File: src/rtl/qit_pkg.sv
package qit_pkg;

  typedef enum logic [1:0] {
    KIND_OFF      = 2'b00,
    KIND_EXT      = 2'b01,
    KIND_PERIODIC = 2'b10,
    KIND_SINGLE   = 2'b11
  } kind_e;

  // A kind uses the shared counter when its upper bit is set.
  function automatic logic kind_is_timer(input logic [1:0] k);
    return k[1];
  endfunction

  // Exponent of the trigger period, selector clamped to the legal span.
  function automatic logic [5:0] period_exp(input logic [7:0] sel,
                                            input int unsigned min_e,
                                            input int unsigned max_e);
    int unsigned s;
    s = 32'(sel);
    if (s > max_e - min_e) s = max_e - min_e;
    return 6'(min_e + s);
  endfunction

  // True when all bits below position e are ones (bit e toggles next tick).
  function automatic logic low_bits_full(input logic [31:0] v, input logic [5:0] e);
    logic [31:0] m;
    m = (32'd1 << e) - 32'd1;
    return (v & m) == m;
  endfunction

endpackage

File: src/rtl/qit_counter.sv
module qit_counter
  import qit_pkg::*;
#(
  parameter int CW = 18
) (
  input  logic          clk,
  input  logic          rst_n,
  input  logic          hold,
  input  logic          pulse,
  input  logic          tick_en,
  input  logic          freeze_req,
  input  logic [5:0]    exp_sel,
  output logic [CW-1:0] cnt,
  output logic          fire,
  output logic          roll,
  output logic          trig_seen
);

  logic run;

  assign run  = tick_en & ~hold & ~pulse;
  assign fire = run & ~freeze_req & low_bits_full(32'(cnt), exp_sel);
  assign roll = run & (&cnt);

  always_ff @(posedge clk or negedge rst_n) begin
    if (!rst_n) begin
      cnt       <= '0;
      trig_seen <= 1'b0;
    end else begin
      if (hold | pulse | roll) cnt <= '0;
      else if (run)            cnt <= cnt + 1'b1;

      if (hold | pulse) trig_seen <= 1'b0;
      else if (fire)    trig_seen <= 1'b1;
    end
  end


  held_zero_chk: assert property (@(posedge clk) disable iff (!rst_n)
    hold |=> (cnt == '0));


  roll_wrap_chk: assert property (@(posedge clk) disable iff (!rst_n)
    roll |=> (cnt == '0));


  cnt_idle_chk: assert property (@(posedge clk) disable iff (!rst_n)
    (!tick_en && !hold && !pulse) |=> $stable(cnt));

endmodule

File: src/rtl/qit_queue_slot.sv
module qit_queue_slot
  import qit_pkg::*;
#(
  parameter int SEL_W = 4,
  localparam int MW   = SEL_W + 2
) (
  input  logic          clk,
  input  logic          rst_n,
  input  logic          clr,
  input  logic [MW-1:0] mode,
  input  logic          ss_en,
  input  logic          fire,
  output logic          active,
  output logic          trig
);

  kind_e kind;
  logic  spent;
  logic  shot;

  assign kind   = kind_e'(mode[MW-1:MW-2]);
  assign active = (kind == KIND_PERIODIC) | ((kind == KIND_SINGLE) & ss_en & ~spent);
  assign shot   = fire & active & (kind == KIND_SINGLE);

  always_ff @(posedge clk or negedge rst_n) begin
    if (!rst_n) begin
      spent <= 1'b0;
      trig  <= 1'b0;
    end else begin
      trig <= fire & active;
      if (clr | ~ss_en | (kind != KIND_SINGLE)) spent <= 1'b0;
      else if (shot)                            spent <= 1'b1;
    end
  end


  trig_pulse_chk: assert property (@(posedge clk) disable iff (!rst_n)
    trig |=> !trig);


  ss_once_chk: assert property (@(posedge clk) disable iff (!rst_n)
    shot |=> ((kind != KIND_SINGLE) || !active));

endmodule

File: src/rtl/qit_hold_ctl.sv
module qit_hold_ctl
  import qit_pkg::*;
#(
  parameter int MW = 6
) (
  input  logic          clk,
  input  logic          rst_n,
  input  logic          master_rst,
  input  logic          stop_req,
  input  logic          freeze_req,
  input  logic          conv_busy,
  input  logic          trig_seen,
  input  logic          any_active,
  input  logic          q1_active,
  input  logic [MW-1:0] q1_mode,
  input  logic [MW-1:0] q2_mode,
  output logic          hold,
  output logic          pulse
);

  logic [MW-1:0] prev1, prev2;
  logic          frz_held;
  logic          frz_now;
  logic          chg1, chg2;

  assign chg1 = kind_is_timer(prev1[MW-1:MW-2]) & kind_is_timer(q1_mode[MW-1:MW-2])
              & (prev1 != q1_mode);
  assign chg2 = kind_is_timer(prev2[MW-1:MW-2]) & kind_is_timer(q2_mode[MW-1:MW-2])
              & (prev2 != q2_mode);
  assign pulse = chg1 | (chg2 & ~q1_active);

  // Freeze waits only for a conversion launched by an issued trigger.
  assign frz_now = freeze_req & (frz_held | ~(conv_busy & trig_seen));
  assign hold    = master_rst | stop_req | ~any_active | frz_now;

  always_ff @(posedge clk or negedge rst_n) begin
    if (!rst_n) begin
      prev1    <= '0;
      prev2    <= '0;
      frz_held <= 1'b0;
    end else begin
      prev1    <= q1_mode;
      prev2    <= q2_mode;
      frz_held <= frz_now;
    end
  end


  frz_latch_chk: assert property (@(posedge clk) disable iff (!rst_n)
    (frz_held && freeze_req) |-> hold);

endmodule

File: src/rtl/queue_interval_timer.sv
module queue_interval_timer
  import qit_pkg::*;
#(
  parameter int MIN_EXP = 7,
  parameter int MAX_EXP = 17,
  parameter int SEL_W   = 4
) (
  input  logic               clk,
  input  logic               rst_n,
  input  logic               master_rst,
  input  logic               stop_req,
  input  logic               freeze_req,
  input  logic               conv_busy,
  input  logic               tick_en,
  input  logic [SEL_W+1:0]   q1_mode,
  input  logic [SEL_W+1:0]   q2_mode,
  input  logic               q1_ss_en,
  input  logic               q2_ss_en,
  output logic               q1_trig,
  output logic               q2_trig
);

  localparam int MW = SEL_W + 2;
  localparam int CW = MAX_EXP + 1;
  localparam int NQ = 2;

  logic [MW-1:0] mode_v [NQ];
  logic          en_v   [NQ];
  logic          act_v  [NQ];
  logic          trg_v  [NQ];

  logic          hold, pulse, fire, roll, trig_seen, any_active;
  logic [CW-1:0] cnt;
  logic [5:0]    exp_sel;

  assign mode_v[0] = q1_mode;
  assign mode_v[1] = q2_mode;
  assign en_v[0]   = q1_ss_en;
  assign en_v[1]   = q2_ss_en;
  assign q1_trig   = trg_v[0];
  assign q2_trig   = trg_v[1];

  assign any_active = act_v[0] | act_v[1];
  assign exp_sel    = act_v[0] ? period_exp(8'(mode_v[0][SEL_W-1:0]), MIN_EXP, MAX_EXP)
                               : period_exp(8'(mode_v[1][SEL_W-1:0]), MIN_EXP, MAX_EXP);

  for (genvar g = 0; g < NQ; g++) begin : g_slot
    qit_queue_slot #(.SEL_W(SEL_W)) u_slot (
      .clk    (clk),
      .rst_n  (rst_n),
      .clr    (master_rst | stop_req),
      .mode   (mode_v[g]),
      .ss_en  (en_v[g]),
      .fire   (fire),
      .active (act_v[g]),
      .trig   (trg_v[g])
    );
  end

  qit_hold_ctl #(.MW(MW)) u_hold (
    .clk        (clk),
    .rst_n      (rst_n),
    .master_rst (master_rst),
    .stop_req   (stop_req),
    .freeze_req (freeze_req),
    .conv_busy  (conv_busy),
    .trig_seen  (trig_seen),
    .any_active (any_active),
    .q1_active  (act_v[0]),
    .q1_mode    (q1_mode),
    .q2_mode    (q2_mode),
    .hold       (hold),
    .pulse      (pulse)
  );

  qit_counter #(.CW(CW)) u_cnt (
    .clk        (clk),
    .rst_n      (rst_n),
    .hold       (hold),
    .pulse      (pulse),
    .tick_en    (tick_en),
    .freeze_req (freeze_req),
    .exp_sel    (exp_sel),
    .cnt        (cnt),
    .fire       (fire),
    .roll       (roll),
    .trig_seen  (trig_seen)
  );


  clr_quiet_chk: assert property (@(posedge clk) disable iff (!rst_n)
    (master_rst || stop_req) |=> (!q1_trig && !q2_trig && cnt == '0));


  frz_immediate_chk: assert property (@(posedge clk) disable iff (!rst_n)
    (freeze_req && !conv_busy) |=> (cnt == '0));


  route_chk: assert property (@(posedge clk) disable iff (!rst_n)
    (fire && act_v[0] && act_v[1]) |=> (q1_trig && q2_trig));

endmodule

File: config.mk
export PLATFORM = sky130hd
export DESIGN_NAME = queue_interval_timer
export DESIGN_NICKNAME = d
export VERILOG_FILES = /design/src/rtl/qit_pkg.sv /design/src/rtl/qit_counter.sv /design/src/rtl/qit_queue_slot.sv /design/src/rtl/qit_hold_ctl.sv /design/src/rtl/queue_interval_timer.sv
export SDC_FILE = /design/constraint.sdc
export NUM_CORES = 1
export LEC_CHECK = 0
export ABC_CLOCK_PERIOD_IN_PS = 4900
export BUFFER_PORTS_ARGS = -buffer_cell sky130_fd_sc_hd__clkbuf_2
export CORE_MARGIN = 10
export CORE_UTILIZATION = 45
export DETAILED_ROUTE_END_ITERATION = 12
export HOLD_SLACK_MARGIN = 0.02
export REMOVE_ABC_BUFFERS = 1
export SETUP_SLACK_MARGIN = 0.5
export SLEW_MARGIN = 20
export SYNTH_ARGS = -nofsm -noshare
export SYNTH_HDL_FRONTEND = slang
export SYNTH_HIERARCHICAL = 1
export SYNTH_SLANG_ARGS = --single-unit
File: constraint.sdc
create_clock -name clk -period 4.9 [get_ports clk]
set_clock_uncertainty 0.15 [all_clocks]
set_input_delay 0 -clock clk [delete_from_list [all_inputs] [get_ports clk]]
set_output_delay 0 -clock clk [all_outputs]
set_load 0.05 [all_outputs]
==> flow_summary.yaml <==
run_status:
  status: "completed"
sta:
  min_period_over_period_pct: 82.9
  setup_viol: 0
  rsz0062_at_grt: "false"
  slew_headroom_pct: 41.3
  max_freq_ghz: 0.246
  worst_slew_pin_slew_ns: 0.880
  hold_viol_final: 0
  final_max_slew_viol_count: 0
  final.setup.tns_ns: 0
  period_needed_ns: 4.06
floorplanning:
  initial_utilization_pct: 46.8
  std_cell_rows: 26
  die_h_um: 93.4
  core-area_um2: 5170
  dieArea_um2: 8720
  die_x_um: 93.4
  ios: 23
clock_tree:
  htreeDepth: 2
  clock_latency_ns: 0.29
  clk_pin_slew_worst_paths_ns: 0.07
  cts_num_sinks: 36
  cts_tree: "done"
  cts-root-buf: "clkbuf_8"
  post_cts_buffers: 0
  cts_buffers: 5
  cts_buffer_depth: 2
power:
  seq_power_share_pct: 40.9
  p_int_uw: 530
  p_sw_uw: 215
  switching_share_pct: 28.8
  leakage_uw: 0.00118
  p_comb_share_pct: 25.1
  ir_worst_vdd_mv: 0.180
  p_clk_share_pct: 33.9
  pwr_density_cell_nw_per_um2: 253
routing:
  drt_wl_total_um: 5970
  first_iter_violations: 150
  via_per_inst: 5.31
  vias: 2038
  dr.pass1.iters: 4
  wire_per_inst_um: 15.6
  ant_nets: 0
  remaining_drc_errors: 0
cells_and_area:
  drive_above_1_share_pct: 16.9
  num_antenna_cells: 0
  final_cell_mix: "dfrtp_1 (36), nor2_1 (33), clkbuf_2 (22)"
  area_growth_pct: 21.6
  layout.nets: 339
  fill_cells: 476
  fin_util_pct: 56.9
  layout_commonest_cell: "dfrtp_1"
global_route:
  grt_overflow: 0
  antenna_found_initial: 0
  grt_max_degree: 37
  track_usage_pct: 14.4
  first_global_vias: 2072
  grt_pass1_wl_um: 10200
yosys:
  syn_inst: 266
  avgSynthCellArea_um2: 9.11
  syn_area_um2: 2420
  yosys_warnings: 6
setup_path:
  rrSetupSlack_ns: 0.84
  worstPathRequired_ns: 4.97
  r2r-end: "g_slot[0].u_slot/trig"
  r2r_start: "g_slot[0].u_slot/spent"
  rr_worst_depth: 17
  path_max_fanout: 18
  cp-end-kind: "flip-flop"
  critPathKind: "flip-flop to flip-flop"
  worstPathArrival_ns: 4.13
  startpoint_type: "flip-flop"
placement:
  gp_congestion: 0.950
  dp_hpwl_um: 4280
  port_buffers: 22
min_path:
  hp-class: "input pin to asynchronous set/reset pin"
flow_run:
  cap_violations: 0
timing repair:
item,CTS,global route
hold buffers,21,0
resized for setup,0,3
hold endpoints to repair,58,0
setup endpoints to repair,0,4
power by group through the flow:
stage	Clock [uW]	Sequential, uW	Combinational, uW
after floorplan	0	310	111
after global placement	0	311	167
after detailed placement	0	311	167
after CTS	264	305	181
after global routing	275	305	207
final	253	305	187
critical path, cell delays in order (launching register included):
cell and delay (ns):
dfrtp_1 0.38, nand2b_4 0.15, a21boi_4 0.30, a211oi_1 0.08
a31o_2 0.24, ha_1 0.20, xnor2_1 0.35, buf_6 0.25
nand4b_1 0.15, ha_1 0.18, inv_1 0.10, o21ai_0 0.26
a32oi_1 0.19, a2111oi_4 0.30, o211ai_2 0.16, nor3_2 0.34
nand2_1 0.09, a21oi_1 0.11
layout make-up:
type                            instances  area [um^2]  share of cell area (%)
Multi-Input combinational cell        212         1450                    49.1
Inverter                                9         33.8                    1.15
Timing Repair Buffer                   49          369                    12.5
Tap cell                               70         87.6                    2.97
Clock inverter                          2         35.0                    1.19
Clock buffer                            6         72.6                    2.46
Sequential cell                        36          901                    30.6
registers in the layout, summed over array words and instances (netlist names):
signal,flops
g_slot.u_slot/spent,2
g_slot.u_slot/trig,2
u_cnt/cnt,18
u_cnt/trig_seen,1
u_hold/frz_held,1
u_hold/prev1,6
u_hold/prev2,6
per-layer routing:
metal	global-route usage, %	part of all wire (%)
met5	0	0
met2	20.8	45
met4	4.88	1.4
met3	3.04	4.3
met1	20.5	49
how the worst max path moves through the flow:
stage / from / to / slack (ns) / cells past startpoint
2_1_floorplan: g_slot[0].u_slot/spent / g_slot[0].u_slot/trig / 0.43 / 17
3_5_place_dp: g_slot[0].u_slot/spent / g_slot[1].u_slot/trig / 0.79 / 17
4_1_cts: g_slot[0].u_slot/spent / g_slot[1].u_slot/trig / 0.77 / 17
6_report: g_slot[0].u_slot/spent / g_slot[0].u_slot/trig / 0.84 / 17
3_3_place_gp: g_slot[0].u_slot/spent / g_slot[0].u_slot/trig / 0.91 / 18
5_1_grt: g_slot[0].u_slot/spent / g_slot[1].u_slot/trig / 0.48 / 17
through the flow:
| step | area (um^2) | hold WS [ns] | worst slack (ns) | std cells | power (uW) |
|---|---|---|---|---|---|
| after CTS | 2930 | 0.185 | 0.766 | 384 | 750 |
| after global placement | 2610 | 0.00376 | 0.909 | 355 | 478 |
| after floorplan | 2360 | -0.446 | 0.426 | 257 | 422 |
| after detailed placement | 2610 | 0.00581 | 0.792 | 355 | 478 |
| final | 2950 | 0.208 | 0.838 | 384 | 745 |
| after global routing | 2950 | 0.258 | 0.484 | 384 | 788 |
No activity file was read; power rests on OpenSTA's default activity.
